[config.mk]
export PLATFORM = sky130hd
export DESIGN_NAME = bus_width_port
export DESIGN_NICKNAME = d
export VERILOG_FILES = /design/src/rtl/bus_width_port.sv
export SDC_FILE = /design/constraint.sdc
export NUM_CORES = 1
export LEC_CHECK = 0
export BUFFER_PORTS_ARGS = -buffer_cell sky130_fd_sc_hd__buf_4
export CAP_MARGIN = 20
export CORE_MARGIN = 8
export CORE_UTILIZATION = 35
export DETAILED_ROUTE_END_ITERATION = 10
export GPL_TIMING_DRIVEN = 0
export PLACE_DENSITY = 0.74
export REMOVE_ABC_BUFFERS = 1
export SYNTH_ARGS = -nofsm -noshare
export SYNTH_HDL_FRONTEND = slang
export SYNTH_SLANG_ARGS = --single-unit
[constraint.sdc]
create_clock -name clk -period 1.2 [get_ports clk]
set_clock_uncertainty 0.1 [all_clocks]
set_input_delay 0.06 -clock clk [delete_from_list [all_inputs] [get_ports clk]]
set_output_delay 0.06 -clock clk [all_outputs]
set_load 0.005 [all_outputs]
[src/rtl/bus_width_port.sv]
module bus_width_port #(
  parameter int LANE_W = 9,
  parameter int LANES  = 4
) (
  input  logic                     clk,
  input  logic                     rst_n,
  input  logic                     cfg_match,
  input  logic                     cfg_size,
  input  logic                     word_sel,
  input  logic                     lane_sel,
  input  logic                     wr_req,
  input  logic                     rd_req,
  input  logic [LANE_W*LANES-1:0]  pin_in,
  output logic [LANE_W*LANES-1:0]  pin_out,
  output logic [LANE_W*LANES-1:0]  pin_oe,
  output logic [LANES-1:0]         arr_we,
  output logic [LANE_W*LANES-1:0]  arr_wdata,
  output logic                     arr_re,
  input  logic [LANE_W*LANES-1:0]  arr_rdata
);
  localparam int DW   = LANE_W * LANES;
  localparam int HW   = DW / 2;
  localparam int HL   = LANES / 2;
  localparam int IDXW = $clog2(LANES);

  localparam logic [1:0] M_FULL = 2'b00;
  localparam logic [1:0] M_OFF  = 2'b01;
  localparam logic [1:0] M_HALF = 2'b10;
  localparam logic [1:0] M_LANE = 2'b11;

  logic [1:0]      mode_q;
  logic [IDXW-1:0] lane_idx;
  logic [LANES-1:0] lane_mask;
  logic [DW-1:0]   pin_mask;
  logic [DW-1:0]   rd_steer;
  logic [DW-1:0]   rd_q;
  logic [DW-1:0]   oe_q;

  assign lane_idx = {word_sel, lane_sel};

  always_ff @(posedge clk) begin
    if (!rst_n) mode_q <= M_FULL;
    else        mode_q <= {cfg_match, cfg_size};
  end

  always_comb begin
    for (int i = 0; i < LANES; i++) begin
      unique case (mode_q)
        M_FULL: lane_mask[i] = 1'b1;
        M_HALF: lane_mask[i] = ((i >= HL) == word_sel);
        M_LANE: lane_mask[i] = (IDXW'(i) == lane_idx);
        default: lane_mask[i] = 1'b0;
      endcase
    end
  end

  always_comb begin
    unique case (mode_q)
      M_FULL:  pin_mask = '1;
      M_HALF:  pin_mask = {{(DW-HW){1'b0}}, {HW{1'b1}}};
      M_LANE:  pin_mask = {{(DW-LANE_W){1'b0}}, {LANE_W{1'b1}}};
      default: pin_mask = '0;
    endcase
  end

  always_comb begin
    for (int i = 0; i < LANES; i++) begin
      unique case (mode_q)
        M_HALF:  arr_wdata[i*LANE_W +: LANE_W] = pin_in[(i % HL)*LANE_W +: LANE_W];
        M_LANE:  arr_wdata[i*LANE_W +: LANE_W] = pin_in[LANE_W-1:0];
        default: arr_wdata[i*LANE_W +: LANE_W] = pin_in[i*LANE_W +: LANE_W];
      endcase
    end
  end

  always_comb begin
    rd_steer = '0;
    unique case (mode_q)
      M_FULL: rd_steer = arr_rdata;
      M_HALF: rd_steer[HW-1:0] = word_sel ? arr_rdata[DW-1:HW] : arr_rdata[HW-1:0];
      M_LANE: rd_steer[LANE_W-1:0] = arr_rdata[lane_idx*LANE_W +: LANE_W];
      default: rd_steer = '0;
    endcase
  end

  assign arr_we = wr_req ? lane_mask : '0;
  assign arr_re = rd_req && (mode_q != M_OFF);

  always_ff @(posedge clk) begin
    if (!rst_n) begin
      rd_q <= '0;
      oe_q <= '0;
    end else begin
      if (arr_re) rd_q <= rd_steer;
      oe_q <= arr_re ? pin_mask : '0;
    end
  end

  assign pin_out = rd_q;
  assign pin_oe  = oe_q;

  p_full_all_lanes_r1: assert property (@(posedge clk) disable iff (!rst_n)
    (mode_q == M_FULL && wr_req) |-> (&arr_we));

  p_half_pair_r2: assert property (@(posedge clk) disable iff (!rst_n)
    (mode_q == M_HALF && wr_req) |-> ($countones(arr_we) == 2));

  p_lane_single_r3: assert property (@(posedge clk) disable iff (!rst_n)
    (mode_q == M_LANE) |-> ($countones(arr_we) <= 1));

  p_half_upper_float_r5: assert property (@(posedge clk) disable iff (!rst_n)
    (rd_req && mode_q == M_HALF) |=> (pin_oe[DW-1:HW] == '0));

  p_lane_upper_float_r6: assert property (@(posedge clk) disable iff (!rst_n)
    (rd_req && mode_q == M_LANE) |=> (pin_oe[DW-1:LANE_W] == '0));

  p_off_silent_r7: assert property (@(posedge clk) disable iff (!rst_n)
    (mode_q == M_OFF) |-> (arr_we == '0 && !arr_re));

  p_off_no_drive_r7: assert property (@(posedge clk) disable iff (!rst_n)
    (mode_q == M_OFF) |=> (pin_oe == '0));

  p_oe_needs_read_r9: assert property (@(posedge clk) disable iff (!rst_n)
    !rd_req |=> (pin_oe == '0));

  p_no_write_r10: assert property (@(posedge clk) disable iff (!rst_n)
    !wr_req |-> (arr_we == '0));
endmodule

# [After elaboration in Yosys (flattened, before gate mapping)]
# Cells that the tools add are included.
[word_totals] regBits=74
[classes] mul=1 n_eq_ne=6 n_shift=1 mux=13 bitwise_logic=1 reduce_logical=5
[ops] op="$pmux W36 S3" count=1
[ops] op="$mux W18" count=2
[ops] op="$pmux W9 S2" count=2
[ops] op="$shiftx A36 B7 Y9" count=1
[ops] op="$pmux W9 S3" count=1
[ops] op="$mux W9" count=2
[ops] op="$pmux W1 S3" count=4
[ops] op="$mul A2 B4 Y6 const B" count=1
[ops] op="$eq A2 B2 Y1 const A" count=2
[ops] op="$eq A2 B2 Y1 const B" count=2
[ops] op="$logic_not A2 Y1" count=2
[ops] op="$mux W4" count=1
[ops] op="$eq A1 B2 Y1 const A" count=1
[ops] op="$ne A2 B1 Y1 const B" count=1
[ops] op="$reduce_and A2 Y1" count=1
[ops] op="$reduce_or A2 Y1" count=1
[ops] op="$logic_and A1 B1 Y1" count=1
[ops] op="$not A1 Y1" count=1

# [Longest topological paths before layout]
[logic_depth] ltp_word=3 ltp_mapped=8

# [Worst setup path after synthesis]
# No wires, ideal clock.
[synth_timing] kind="register to register" startpoint="register mode_q[1]" endpoint="register rd_q[10] (netlist: pin_out[10])" setup_ns=0.118 arrival_time_ns=1.134 required_time_ns=0.982 slack_ns=-0.152 path_stages_with_launch=7 synth_period_minus_slack_ns=1.352 path_cell_list="dfxtp_1 buf_4 nand2_2 buf_6 mux2_2 a22oi_1 nor2b_1"
[synth_via] elab_chain_len=2 elab_cells_between_ends=5 cone_classes="eq/ne (2); mux (1); reduce/logical (2)"
[synth_lines] element="start, declared" line_no="31" rtl="logic [1:0] mode_q;"
[synth_lines] element="start signal, assigned" line_no="43" rtl="else mode_q <= {cfg_match, cfg_size};"
[synth_lines] element="$eq A2 B2 Y1 (tied with other cells)" line_no="78" rtl="unique case (mode_q)"
[synth_lines] element="$pmux W9 S2 / $logic_and A1 B1 Y1 (equally long branches)" line_no="78, 87"
[synth_lines] element="end signal, assigned" line_no="94" rtl="if (arr_re) rd_q <= rd_steer;"
[synth_lines] element="end, declared" line_no="36" rtl="logic [DW-1:0] rd_q;"
# Parallel ways exist; a longest one is shown, timed or not.
# A chain may end at the register's enable or synchronous reset.

# [Final worst setup path]
[layout_timing] startpoint="register mode_q[1]" endpoint="output port arr_we[0]"
[layout_via] elab_chain_len=3 elab_cells_between_ends=5 cone_classes="eq/ne (2); mux (2); reduce/logical (1)"
[layout_lines] element="$eq A2 B2 Y1 / $logic_not A2 Y1 (equally long branches)" line_no="48" rtl="unique case (mode_q)"
[layout_lines] element="$pmux W1 S3 (*)" line_no="48"
[layout_lines] element="$mux W4 (*)" line_no="86" rtl="assign arr_we = wr_req ? lane_mask : '0;"
[layout_lines] element="end, declared" line_no="16" rtl="output logic [LANES-1:0] arr_we,"
# Every way passes the cells marked *; elsewhere a longest branch is shown, timed or not.

==> metrics.md <==
| Metric | Value |
|---|---|
| Status | complete, but fails checks |
| Failing checks | setup timing |
| Worst r2r path cells | 6 |
| Drt initial violations | 83 |
| Post-Synthesis Cells | between 200 and 300 |
| Int Pwr | 2.73 mW |
| Min setup slack post-route | -334 ps |
| Largest net degree at the start of global routing | 25 |
| Synth Warn # | 0 |
| Reg-to-Reg End | pin_out[16]$_SDFFE_PN0P_ |
| H-tree Lvls | 2 |
| CTS tree | built |
| Final Slew Violations | 0 |
| Sw Share | about 30% |
| Core box area | 0.00714 mm² |
| Via count | ~2900 |
| Place WS | -1410 ps |
| Hold Crit Class | input pin to register |
| Crit start category | register |
| Post-synthesis cell type count | 26 |
| Worst-path clk slew | 80 ps |
| First-pass GRT wire length | 16800 µm |
| Share of synthesized registers carrying an async set or reset | 0% |
| Wire per inst | a little over 20 µm |
| Detail Placement HPWL | 7930 µm |
| CP Max Fanout | 8 |
| CP Class | register to output pin |
| DR DRC count | 0 |
| Vias in the first global route | 2998 |
| Final Wtd Congestion | approximately 0.94 |
| Max Cap Violations | 0 |
| Initial core utilization | a little over a third |
| Worst Hold Endpoint | pin_out[1]$_SDFFE_PN0P_ |
| Sequential Power Share | 39.3% |
| Mux cell area share after synthesis | between 10% and 20% |
| Critical Path AT | 1370 ps |
| TritonCTS Buffers | 5 |
| Register bit total from synthesis | just over 40 |
| Share of the synthesized area in the top cell type | 32.2% |
| Pleak | ~2.3 nW |
| Layout area overhead | 87.8% |
| Worst hold stages | 3 |
| Relative slew slack | between 70 and 80% |
| Final min period | 1530 ps |
| Top cells by count, synth | buf_4 (46), dfxtp_1 (41), o21ai_0 (28) |
| Worst slew pin tran | 308 ps |
| Sequential area share after synthesis | 32.2% |
| Clock latency on the worst-skew pair | roughly 290 ps |
| Total gr overflow | 0 |
| Logic pwr share | 38.9% |
| Final Setup Violations | 70 |
| Reg2Reg Setup Slack | -330 ps |
| Number of cell rows | 31 |
| Vias per std cell | 4.98 |
| CP Cell Sequence | buf_16 > nand2b_4 > a21boi_4 > and2_4 > buf_6 |
| HP Start | rst_n |
| I/O Buffers | 192 |
| Setup crit end kind | output pin |
| Die Span Y | 101 µm |
| Primary FF master, synth | dfxtp_1 |
| Clk sink count | 41 |
| Simple-gate share of the synthesized area | 8.64% |
| Clock power frac | 21.8% |
| Overall routing resource usage | 21.1% |
| Die area | around 0.010 mm² |
| Layout cells sized above 1 | 65.1% |
| Post-synth EDFFs | 0 |
| Critical-path top delay cell | dfxtp_4 |
| Final hold viol count | 0 |
| Detail Route Antenna Nets | 0 |
| P per Cell Area | 805 mW/mm² |
| Compound-Gate Fraction of Synth Area | between 20% and 30% |
| Mean Syn Cell Area | 9.10 µm² |
| Required time of the critical path | approximately 1000 ps |
| Largest stage delay, worst path | 440 ps |
| R2R Path Start | mode_q[1]$_SDFF_PN0_ |
| First-pass DRT Iterations | 4 |
| Peak supply drop | around 0.48 mV |
| Die Width | 101 µm |
| Final period util | 128% |
| Synth Cell Area | between 0.002 and 0.003 mm² |
| Worst-case clock buffer depth | 2 |
| Final Util | between 60% and 70% |
| Root Buffer Master | clkbuf_8 |
| Layout fillers | 549 |
| Largest family of logic cells by synthesized area | compound AO/OA/AOI/OAI gates |
| Synth area leaders | dfxtp_1 (32%), buf_4 (14%), mux2_2 (11%) |
| Initial antenna violation count | 1 |
| RSZ-0062 raised after global routing | yes |
| Adder-cell share of the synthesized area | 0% |
| Count leader, synth | buf_4 |
| Max Fclk | 652 MHz |
| Final nets | 559 |
| NetSw | about 1.1 mW |
| XOR/XNOR share of the synthesized area | 0% |
| WL final | 11700 µm |
| Yosys top cell by area | dfxtp_1 |
| # IOs | between 150 and 200 |
[area by class of cell]
type / instances / area, µm² / area share [%]
sequential: 41 / 830 / 17.3
clock inverter: 1 / 5.00 / 0.105
antenna: 1 / 2.50 / 0.0523
clock buffer: 5 / 68.8 / 1.44
timing repair buffer: 252 / 2180 / 45.5
tap: 99 / 124 / 2.59
inverter: 12 / 50.0 / 1.05
multi-input combinational: 167 / 1530 / 31.9
[how the worst max path moves through the flow]
stage / start / endpoint / slack [ps] / cells past startpoint
finish: mode_q[1]$_SDFF_PN0_ / arr_we[0] / -330 / 5
detailed placement: mode_q[0]$_SDFF_PN0_ / pin_out[35]$_SDFFE_PN0P_ / -1410 / 4
global route: mode_q[1]$_SDFF_PN0_ / pin_out[16]$_SDFFE_PN0P_ / -380 / 6
CTS: mode_q[1]$_SDFF_PN0_ / arr_we[0] / -340 / 5
global placement: mode_q[1]$_SDFF_PN0_ / pin_out[5]$_SDFFE_PN0P_ / -1480 / 4
floorplan: mode_q[1]$_SDFF_PN0_ / pin_out[0]$_SDFFE_PN0P_ / -980 / 4
[power groups by stage]
stage          sequential (mW)  combinational [mW]  clock, mW
2_1_floorplan             1.57               0.326          0
4_1_cts                   1.51                1.40      0.859
3_3_place_gp              1.56                1.03          0
6_report                  1.52                1.50      0.838
3_5_place_dp              1.55                1.07          0
5_1_grt                   1.53                1.59      0.905
[cell families (layout without fill, tap and decap cells)]
family	Yosys count	count (layout)
other	0	1
flip-flops	41	41
multiplexers	45	45
AND/OR/NAND/NOR	43	43
buffers and inverters	72	270
AO/OA/AOI/OAI	79	79
[cell usage in the layout (no fill, tap or decap), drive strengths merged]
cell type,n
buf,222
dfxtp,41
dlygate4sd3,29
o21ai,29
mux2,27
nor2,19
a22o,18
mux2i,18
inv,12
a21oi,12
nor2b,10
a22oi,9
a221oi,9
clkbuf,6
and2,6
nand2,6
diode,1
nand2b,1
a21boi,1
a21bo,1
nand3,1
clkinv,1
[layer usage]
layer	up-vias	track usage, %	share of wire [%]
met1	1363	21.7	37
met3	22	6.46	8.8
met2	149	38.5	51
met4	0	8.71	2.5
met5	-	0	0
li1	1347	-	-
[worst max-delay path, delay by kind of cell, from the launching register on]
family	cells	cell delay (ps)
AO/OA/AOI/OAI	1	150
AND/OR/NAND/NOR	2	230
flip-flops	1	440
buffers and inverters	2	260
[sequential cells by signal (all words and copies together), names as in the netlist]
| name | flops |
|---|---|
| pin_out | 36 |
| pin_oe | 3 |
| mode_q | 2 |
[repair_timing]
item | 4_1_cts | 5_1_grt
gates resized for setup | 71 | 38
pin swaps | 21 | 16
setup buffers | 23 | 4
endpoints found under the hold margin | 29 | 0
cloned | 2 | 1
hold buffers | 29 | 0
endpoints found under the setup margin | 89 | 71
[metrics by stage]
| stage | power [mW] | std cells | cell area [µm²] | hold slack, ps | TNS, ps |
|---|---|---|---|---|---|
| 4_1_cts | 3.77 | 572 | 4610 | 26.3 | -19210 |
| 3_5_place_dp | 2.62 | 512 | 3700 | 176 | -58170 |
| 6_report | 3.85 | 578 | 4790 | 44.1 | -19360 |
| 2_1_floorplan | 1.89 | 220 | 2110 | 20.0 | -47530 |
| 5_1_grt | 4.02 | 578 | 4790 | 53.5 | -22380 |
| 3_3_place_gp | 2.59 | 511 | 3680 | 170 | -80610 |
(Power assumes the default switching activity.)
